--- src/rtl/car_pkg.sv ---
package car_pkg;
  localparam int DUMMY_W = 3;

  localparam logic [7:0] OP_RD_SLOW   = 8'h03;
  localparam logic [7:0] OP_RD_FAST   = 8'h0B;
  localparam logic [7:0] OP_RD_LEGACY = 8'hE8;
  localparam logic [7:0] OP_RD_PAGE   = 8'hD2;

  typedef enum logic [2:0] {
    ST_IDLE,
    ST_ADDR,
    ST_DUMMY,
    ST_DATA,
    ST_SKIP
  } seq_state_e;

  typedef struct packed {
    logic               valid;
    logic               same_page;
    logic [DUMMY_W-1:0] dummies;
  } rd_cmd_t;
endpackage

--- src/rtl/car_cmd_decode.sv ---
module car_cmd_decode
  import car_pkg::*;
#(
  parameter int DUMMY_SLOW   = 0,
  parameter int DUMMY_FAST   = 1,
  parameter int DUMMY_LEGACY = 4,
  parameter int DUMMY_PAGE   = 4
) (
  input  logic [7:0] opcode_i,
  output rd_cmd_t    cmd_o
);
  always_comb begin
    cmd_o = '0;
    unique case (opcode_i)
      OP_RD_SLOW: begin
        cmd_o.valid   = 1'b1;
        cmd_o.dummies = DUMMY_W'(DUMMY_SLOW);
      end
      OP_RD_FAST: begin
        cmd_o.valid   = 1'b1;
        cmd_o.dummies = DUMMY_W'(DUMMY_FAST);
      end
      OP_RD_LEGACY: begin
        cmd_o.valid   = 1'b1;
        cmd_o.dummies = DUMMY_W'(DUMMY_LEGACY);
      end
      OP_RD_PAGE: begin
        cmd_o.valid     = 1'b1;
        cmd_o.same_page = 1'b1;
        cmd_o.dummies   = DUMMY_W'(DUMMY_PAGE);
      end
      default: cmd_o = '0;
    endcase
  end
endmodule

--- src/rtl/car_seq_ctrl.sv ---
module car_seq_ctrl
  import car_pkg::*;
#(
  parameter int ADDR_BYTES = 3
) (
  input  logic       clk_i,
  input  logic       rst_ni,
  input  logic       cs_ni,
  input  logic       strobe_i,
  input  rd_cmd_t    cmd_i,
  input  logic       page528_i,
  output seq_state_e state_o,
  output logic       shift_o,
  output logic       load_o,
  output logic       step_o,
  output logic       mode528_o,
  output logic       same_page_o
);
  localparam int ABYTE_W = (ADDR_BYTES > 1) ? $clog2(ADDR_BYTES) : 1;
  localparam logic [ABYTE_W-1:0] ABYTE_LAST = ABYTE_W'(ADDR_BYTES - 1);

  seq_state_e         state_q;
  rd_cmd_t            cmd_q;
  logic               mode_q;
  logic [ABYTE_W-1:0] abyte_q;
  logic [DUMMY_W-1:0] dcnt_q;
  logic               take;

  assign take = strobe_i && !cs_ni;

  always_ff @(posedge clk_i or negedge rst_ni) begin
    if (!rst_ni) begin
      state_q <= ST_IDLE;
      cmd_q   <= '0;
      mode_q  <= 1'b0;
      abyte_q <= '0;
      dcnt_q  <= '0;
    end else if (cs_ni) begin
      state_q <= ST_IDLE;
      abyte_q <= '0;
      dcnt_q  <= '0;
    end else if (take) begin
      unique case (state_q)
        ST_IDLE: begin
          if (cmd_i.valid) begin
            state_q <= ST_ADDR;
            cmd_q   <= cmd_i;
            mode_q  <= page528_i;
            abyte_q <= '0;
          end else begin
            state_q <= ST_SKIP;
          end
        end
        ST_ADDR: begin
          if (abyte_q == ABYTE_LAST) begin
            state_q <= (cmd_q.dummies == '0) ? ST_DATA : ST_DUMMY;
            dcnt_q  <= cmd_q.dummies;
          end else begin
            abyte_q <= abyte_q + 1'b1;
          end
        end
        ST_DUMMY: begin
          if (dcnt_q == DUMMY_W'(1)) state_q <= ST_DATA;
          dcnt_q <= dcnt_q - 1'b1;
        end
        default: state_q <= state_q;
      endcase
    end
  end

  assign state_o     = state_q;
  assign shift_o     = take && (state_q == ST_ADDR) && (abyte_q != ABYTE_LAST);
  assign load_o      = take && (state_q == ST_ADDR) && (abyte_q == ABYTE_LAST);
  assign step_o      = take && (state_q == ST_DATA);
  assign mode528_o   = mode_q;
  assign same_page_o = cmd_q.same_page;
endmodule

--- src/rtl/car_addr_split.sv ---
module car_addr_split #(
  parameter int PAGE_W     = 13,
  parameter int BIG_BYTES  = 528,
  parameter int ADDR_BYTES = 3
) (
  input  logic              clk_i,
  input  logic              rst_ni,
  input  logic              shift_i,
  input  logic [7:0]        byte_i,
  input  logic              mode528_i,
  output logic [PAGE_W-1:0] page_o,
  output logic [$clog2(BIG_BYTES)-1:0] off_o
);
  localparam int ADDR_W  = ADDR_BYTES * 8;
  localparam int HI_W    = ADDR_W - 8;
  localparam int OFF_W   = $clog2(BIG_BYTES);
  localparam int SOFF_W  = OFF_W - 1;
  localparam logic [OFF_W-1:0] BIG_LAST = OFF_W'(BIG_BYTES - 1);

  logic [HI_W-1:0]   hi_q;
  logic [ADDR_W-1:0] full;
  logic [OFF_W-1:0]  off_big;

  always_ff @(posedge clk_i or negedge rst_ni) begin
    if (!rst_ni)      hi_q <= '0;
    else if (shift_i) hi_q <= {hi_q[HI_W-9:0], byte_i};
  end

  assign full    = {hi_q, byte_i};
  assign off_big = full[OFF_W-1:0];

  always_comb begin
    if (mode528_i) begin
      page_o = full[OFF_W +: PAGE_W];
      off_o  = (off_big > BIG_LAST) ? BIG_LAST : off_big;
    end else begin
      page_o = full[SOFF_W +: PAGE_W];
      off_o  = {1'b0, full[SOFF_W-1:0]};
    end
  end
endmodule

--- src/rtl/car_addr_counter.sv ---
module car_addr_counter #(
  parameter int PAGE_W    = 13,
  parameter int BIG_BYTES = 528
) (
  input  logic              clk_i,
  input  logic              rst_ni,
  input  logic              load_i,
  input  logic [PAGE_W-1:0] load_page_i,
  input  logic [$clog2(BIG_BYTES)-1:0] load_off_i,
  input  logic              step_i,
  input  logic              mode528_i,
  input  logic              same_page_i,
  output logic [PAGE_W-1:0] page_o,
  output logic [$clog2(BIG_BYTES)-1:0] off_o
);
  localparam int OFF_W = $clog2(BIG_BYTES);
  localparam logic [OFF_W-1:0] BIG_LAST   = OFF_W'(BIG_BYTES - 1);
  localparam logic [OFF_W-1:0] SMALL_LAST = OFF_W'((1 << (OFF_W - 1)) - 1);

  logic [PAGE_W-1:0] page_q;
  logic [OFF_W-1:0]  off_q;
  logic [OFF_W-1:0]  last;
  logic              at_end;

  assign last   = mode528_i ? BIG_LAST : SMALL_LAST;
  assign at_end = (off_q >= last);

  always_ff @(posedge clk_i or negedge rst_ni) begin
    if (!rst_ni) begin
      page_q <= '0;
      off_q  <= '0;
    end else if (load_i) begin
      page_q <= load_page_i;
      off_q  <= load_off_i;
    end else if (step_i) begin
      if (at_end) begin
        off_q <= '0;
        if (!same_page_i) page_q <= page_q + 1'b1;
      end else begin
        off_q <= off_q + 1'b1;
      end
    end
  end

  assign page_o = page_q;
  assign off_o  = off_q;
endmodule

--- src/rtl/car_addr_gen.sv ---
module car_addr_gen
  import car_pkg::*;
#(
  parameter int PAGE_W     = 13,
  parameter int BIG_BYTES  = 528,
  parameter int ADDR_BYTES = 3
) (
  input  logic                         clk_i,
  input  logic                         rst_ni,
  input  logic                         cs_ni,
  input  logic                         byte_valid_i,
  input  logic [7:0]                   byte_i,
  input  logic                         page528_i,
  output logic [PAGE_W-1:0]            page_o,
  output logic [$clog2(BIG_BYTES)-1:0] offset_o,
  output logic                         data_valid_o,
  output logic                         dummy_o
);
  localparam int OFF_W = $clog2(BIG_BYTES);

  rd_cmd_t           cmd;
  seq_state_e        state;
  logic              shift, load, step;
  logic              mode_q, same_page_q;
  logic [PAGE_W-1:0] split_page;
  logic [OFF_W-1:0]  split_off;

  car_cmd_decode u_dec (
    .opcode_i (byte_i),
    .cmd_o    (cmd)
  );

  car_seq_ctrl #(.ADDR_BYTES(ADDR_BYTES)) u_seq (
    .clk_i       (clk_i),
    .rst_ni      (rst_ni),
    .cs_ni       (cs_ni),
    .strobe_i    (byte_valid_i),
    .cmd_i       (cmd),
    .page528_i   (page528_i),
    .state_o     (state),
    .shift_o     (shift),
    .load_o      (load),
    .step_o      (step),
    .mode528_o   (mode_q),
    .same_page_o (same_page_q)
  );

  car_addr_split #(
    .PAGE_W(PAGE_W), .BIG_BYTES(BIG_BYTES), .ADDR_BYTES(ADDR_BYTES)
  ) u_split (
    .clk_i     (clk_i),
    .rst_ni    (rst_ni),
    .shift_i   (shift),
    .byte_i    (byte_i),
    .mode528_i (mode_q),
    .page_o    (split_page),
    .off_o     (split_off)
  );

  car_addr_counter #(.PAGE_W(PAGE_W), .BIG_BYTES(BIG_BYTES)) u_cnt (
    .clk_i       (clk_i),
    .rst_ni      (rst_ni),
    .load_i      (load),
    .load_page_i (split_page),
    .load_off_i  (split_off),
    .step_i      (step),
    .mode528_i   (mode_q),
    .same_page_i (same_page_q),
    .page_o      (page_o),
    .off_o       (offset_o)
  );

  assign data_valid_o = (state == ST_DATA);
  assign dummy_o      = (state == ST_DUMMY);
endmodule

--- config.mk ---
export PLATFORM = sky130hd
export DESIGN_NAME = car_addr_gen
export DESIGN_NICKNAME = d
export VERILOG_FILES = /design/src/rtl/car_pkg.sv /design/src/rtl/car_cmd_decode.sv /design/src/rtl/car_seq_ctrl.sv /design/src/rtl/car_addr_split.sv /design/src/rtl/car_addr_counter.sv /design/src/rtl/car_addr_gen.sv
export SDC_FILE = /design/constraint.sdc
export NUM_CORES = 1
export LEC_CHECK = 0
export BUFFER_PORTS_ARGS = -buffer_cell sky130_fd_sc_hd__buf_2
export CELL_PAD_IN_SITES_DETAIL_PLACEMENT = 1
export CELL_PAD_IN_SITES_GLOBAL_PLACEMENT = 1
export CORE_AREA = 3 3 75 112
export CTS_CLUSTER_DIAMETER = 200
export DETAILED_ROUTE_END_ITERATION = 8
export DIE_AREA = 0 0 78 115
export GPL_TIMING_DRIVEN = 0
export PLACE_DENSITY = 0.86
export SYNTH_ARGS = -nofsm -noshare
export SYNTH_HDL_FRONTEND = slang
export SYNTH_HIERARCHICAL = 1
export SYNTH_SLANG_ARGS = --single-unit
--- constraint.sdc ---
create_clock -name clk_i -period 3 [get_ports clk_i]
set_input_delay 0.3 -clock clk_i [delete_from_list [all_inputs] [get_ports clk_i]]
set_output_delay 0.3 -clock clk_i [all_outputs]
set_load 0.01 [all_outputs]
* After elaboration in Yosys (flattened, before gate mapping)
Cells that the tools add are included.
** Operators by class
- $add $sub $neg :: 4
- $lt $le $gt $ge :: 2
- Equal/unequal tests :: 15
- Muxes and demuxes :: 30
- Bitwise logic cells :: 1
- Reductions and logical operators :: 21
** Operators by type and width (count)
- $mux 13 :: 5
- $mux 10 :: 6
- $mux 3 :: 8
- $eq 8x8->1 const B :: 2
- $add 13x1->13 const B :: 1
- $pmux 3 s2 :: 2
- $reduce_and 4->1 :: 3
- $add 10x1->10 const B :: 1
- $ge 10x10->1 :: 1
- $gt 10x10->1 const B :: 1
- $ne 3x3->1 const B :: 3
- $pmux 3 s3 :: 1
- $eq 8x2->1 const B :: 1
- $eq 8x4->1 const B :: 1
- $mux 2 :: 4
- $eq 3x1->1 const B :: 2
- $eq 3x2->1 const B :: 2
- $logic_not 3->1 :: 2
- $reduce_and 3->1 :: 2
- $reduce_bool 2->1 :: 3
- $reduce_bool 3->1 :: 2
- $logic_and 1x1->1 :: 5
- $ne 2x2->1 const B :: 2
- $pmux 2 s2 :: 1
- 10 further kinds :: 12
** Storage, ports and cells
- Bits in registers :: 51
- Bits of input ports :: 13

* Longest topological paths before layout
- Depth in word-level cells :: 7
- Mapped depth :: 9
- Gate-level depth less buffers :: 7

* Modules after synthesis
Netlist, hierarchy kept.
** By module, submodules not included
- car_addr_counter :: times used 1, cells an instance 185, area each 1600.3 um^2, sequential area each 575.6 um^2
- car_addr_split :: times used 1, cells an instance 67, area each 910.9 um^2, sequential area each 375.4 um^2
- car_seq_ctrl :: times used 1, cells an instance 79, area each 768.2 um^2, sequential area each 325.3 um^2
- car_cmd_decode :: times used 1, cells an instance 13, area each 87.6 um^2, sequential area each 0.0 um^2
- car_addr_gen :: times used 1, cells an instance 2, area each 21.3 um^2, sequential area each 0.0 um^2

* Worst setup path after synthesis
Ideal clock, no wire load.
- Path kind :: reg-to-reg
- Start :: register u_seq.state_q[2], in the netlist u_seq/state_o[2]
- End :: register u_cnt.off_q[7], in the netlist u_cnt/off_o[7]
- Data arrival time :: 2249 ps
- Required time :: 2920 ps
- Path slack :: 671 ps
- Cell stages (with the launch flop) :: 7
- Period minus slack after synthesis :: 2329 ps
- Cells stage by stage :: dfrtp_1 -> nand2b_1 -> nor3_1 -> inv_1 -> or4_1 -> a221o_1 -> a2bb2oi_1
** RTL lines
- start, declared :: line car_seq_ctrl.sv:22 : seq_state_e state_q;
- start signal, assigned :: line car_seq_ctrl.sv:56 : state_q <= (cmd_q.dummies == '0) ? ST_DATA : ST_DUMMY;
- start signal, assigned :: line car_seq_ctrl.sv:66 : default: state_q <= state_q;
- $eq 3x2->1 :: line car_seq_ctrl.sv:74 : assign step_o = take && (state_q == ST_DATA);
- $logic_and 1x1->1 :: line car_seq_ctrl.sv:74
- via step :: line car_addr_gen.sv:23 : logic shift, load, step;
- $reduce_bool 2->1 (no line)
- end signal, assigned :: line car_addr_counter.sv:34 : off_q <= load_off_i;
- end signal, assigned :: line car_addr_counter.sv:40 : off_q <= off_q + 1'b1;
- end, declared :: line car_addr_counter.sv:21 : logic [OFF_W-1:0] off_q;
The timed path passes the listed nets, and every way through them passes these cells.
A chain may end at the register's enable or synchronous reset.

* Worst setup path in the final report
- Start :: register u_seq.state_q[2], in the netlist u_seq/state_o[2]
- End :: register u_cnt.page_q[9], in the netlist u_cnt/page_o[9]
** RTL lines
- $eq 3x2->1 :: line car_seq_ctrl.sv:74
- $logic_and 1x1->1 :: line car_seq_ctrl.sv:74
- via step :: line car_addr_gen.sv:23
- $reduce_bool 2->1 (no line)
- $reduce_and 3->1 (no line)
- end signal, assigned :: line car_addr_counter.sv:33 : page_q <= load_page_i;
- end signal, assigned :: line car_addr_counter.sv:38 : if (!same_page_i) page_q <= page_q + 1'b1;
- end, declared :: line car_addr_counter.sv:20 : logic [PAGE_W-1:0] page_q;
The timed path passes the listed nets, and every way through them passes these cells.

==> impl_metrics.tcl <==
set metrics [dict create \
    status "finished clean" \
    clk_latency_ps 290 \
    fmax_mhz 369.2 \
    totalWireLength_um 9701 \
    yosys-top-cells-area "dfrtp_1 (38%), mux2_4 (6.6%), mux2_2 (5.0%), ha_1 (4.1%), a21oi_1 (3.7%)" \
    cpPeakStageDelay_ps 570 \
    synth_flop_cell "dfrtp_1" \
    total_power_mw 1.746 \
    routabilityCongestion 0.8690 \
    cts_tree "built" \
    dieArea_um2 8970 \
    cp-start-kind "flop" \
    cpMostUsedCell "nand2b_1" \
    synth_top_area_frac 0.3767 \
    postSynth.asyncResetShare 1.000 \
    dr.first_iter.drc_count 256 \
    row_count 39 \
    slew_headroom 0.1984 \
    slew_viol_final 0 \
    port_buffers 37 \
    crit_type "flop to flop" \
    overflow 0 \
    avgSynthCellArea_um2 9.793 \
    grt_pass1_vias 3158 \
    dpl_cell_area_um2 3701 \
    diodes 0 \
    viasPerCell 5.984 \
    vias 2950 \
    fin_worst_skew_ps 8.382 \
    worst-endpoint-required_ps 3230 \
    grt_setup_unrepaired "no" \
    antenna_found_initial 0 \
    initial_utilization 0.4451 \
    worstPathArrival_ps 2940 \
    design_area_um2 3886 \
    grt_util_met2 0.4319 \
    met1_usage 0.2509 \
    ir_drop_mv 0.5275 \
    syn_nets 370 \
    synth-edff-count 0 \
    ys_seq_area_frac 0.3767 \
    die_y_um 115 \
    min_path_type "input port to flop" \
    instances_no_fill 493 \
    ff2ff_setup_slack_ps 290 \
    dp_slack_ps -123.8 \
    path_cells "nand2b_1, nor3_4, nand2b_1, nor2_1, a22oi_1, or4_1, nand3_1" \
    ios 38 \
    fin_util 0.5105 \
    yosysTopAreaCell "dfrtp_1" \
    yosys_warnings 6 \
    cts_buffers 5 \
    synth_area_um2 3388 \
    post_cts_buffers 0 \
    dpl.cell_count 485 \
    wl_per_cell_um 19.68 \
    cts.htree.levels 2 \
    drc 0 \
    nets 414 \
    grtUsageMet3 0.03605 \
    cts-root-buf "clkbuf_16" \
    grt-busiest-layer "met2" \
    post-dp-hpwl_um 7189 \
    finalCritPeriodShare 0.9028 \
    synth_cell_types 62 \
    layout_min_cycle_time_ps 2708 \
    cp_slowest_cell "or4_1" \
    die_x_um 78 \
    firstDrtPassIters 7 \
    clkSinkCount 51 \
    hold_viol 0 \
    area_growth_pct 14.70 \
    tightest_slew_ps 1202 \
    core-area_um2 7612 \
    critPathMaxFanout 10 \
    cts_buffer_depth 2 \
    power-per-cell-area_nw_per_um2 449.2 \
    path_clk_slew_ps 70 \
    ant_nets 0 \
    setup_viol 0 \
    synth_cells 346 \
    grt_pass1_wl_um 16220 \
    p_leak_nw 1.738 \
    cap_viol_max_count 0 \
    track_usage 0.2285 \
    ys_seq_elements 51 \
    setup_ws_ps 291.6 \
    drive_above_1_share 0.2506 \
    cp-end-kind "flop" \
    grt_max_degree 52 \
]
[synthesized netlist by cell type, drive strengths merged (2+ instances only)]
library cell and count:
nor3b 3, a311oi 2, a2bb2oi 7, dfrtp 51, buf 9, o21a 6
o21ai 19, and2 6, nand3 13, clkbuf 7, a31oi 9, nor4 5
a21o 2, nor2 19, nand4 6, or3 4, ha 11, o22ai 3
mux2 36, inv 15, o2111ai 3, o31a 5, mux2i 5, a21oi 26
a22oi 6, or2 2, and4 3, or4 4, nand2 22, nor2b 5
nor3 11, nand2b 5, nand4bb 2, and3 2
[through the flow]
| step | hold slack, ps | TNS, ps |
|---|---|---|
| 2_1_floorplan | 4.409 | 0 |
| 3_3_place_gp | 489.7 | -23.38 |
| 3_5_place_dp | 500.8 | -490.5 |
| 4_1_cts | 210.9 | 0 |
| 5_1_grt | 230.5 | 0 |
| 6_report | 218.1 | 0 |
[area by class of cell]
| cell class | instances | area, um^2 |
|---|---|---|
| Buffer | 16 | 113.9 |
| Clock buffer | 6 | 138.9 |
| Clock inverter | 2 | 35.03 |
| Fill cell | 896 | 3726 |
| Inverter | 15 | 56.30 |
| Multi-Input combinational cell | 264 | 1953 |
| Sequential cell | 51 | 1276 |
| Tap cell | 102 | 127.6 |
| Timing Repair Buffer | 37 | 185.2 |
[critical path: cells and delay by family (launching register included)]
family          cells  cell delay, ps
compound gates      1             250
flops               1             500
simple gates        6            1890
[layout by cell type (no fill, tap or decap), types with 12 or more instances in the layout]
cell     count
o21ai_0     15
buf_2       40
mux2_2      15
dfrtp_1     51
mux2_4      15
nand2_1     21
inv_1       15
nand3_1     12
nor2_1      19
a21oi_1     25
[layer usage]
metal	share of wire	up-vias
met2	0.56	71
li1	-	1374
met1	0.38	1488
met3	0.032	17
met4	0.025	0
met5	0	-
[path summary, 6_finish.rpt]
path                                   from               end  cells past startpoint
min reg2reg                u_seq/abyte_q[1]  u_seq/abyte_q[1]                      1
max reg2reg                u_seq/state_o[2]   u_cnt/page_o[9]                      7
min                               page528_i   u_seq/mode528_o                      2
min in group asynchronous            rst_ni   u_cnt/page_o[6]                      1
max                        u_seq/state_o[2]   u_cnt/page_o[9]                      7
max in group asynchronous            rst_ni    u_seq/cmd_q[1]                      1
[what timing repair did]
item | in CTS | in global routing
endpoints found under the setup margin | 9 | 2
gates resized for setup | 1 | 1
hold buffers | 0 | 0
[logic make-up after synthesis]
group / after synthesis / share of synthesized area
compound gates: 93 / 0.1817
other cells: 1 / 0.001107
xor+xnor: 2 / 0.005171
flops: 51 / 0.3767
simple gates: 116 / 0.1935
mux: 41 / 0.1510
fa+ha+maj: 11 / 0.04062
buf+inv: 31 / 0.05022
[sequential cells by signal, indices dropped and copies added, names as in the netlist]
signal	count
u_seq/dcnt_q	3
u_cnt/off_o	10
u_split/hi_q	15
u_seq/state_o	3
u_cnt/page_o	13
u_seq/abyte_q	2
u_seq/mode528_o	1
u_seq/cmd_q	3
u_seq/same_page_o	1
[where the power goes]
group	switching (mW)	internal, mW	leakage (nW)
logic	0.163	0.135	1.01
registers	0.0465	0.721	0.644
clock network	0.265	0.416	0.0868
Note: power is estimated with default switching activity, not from simulation.
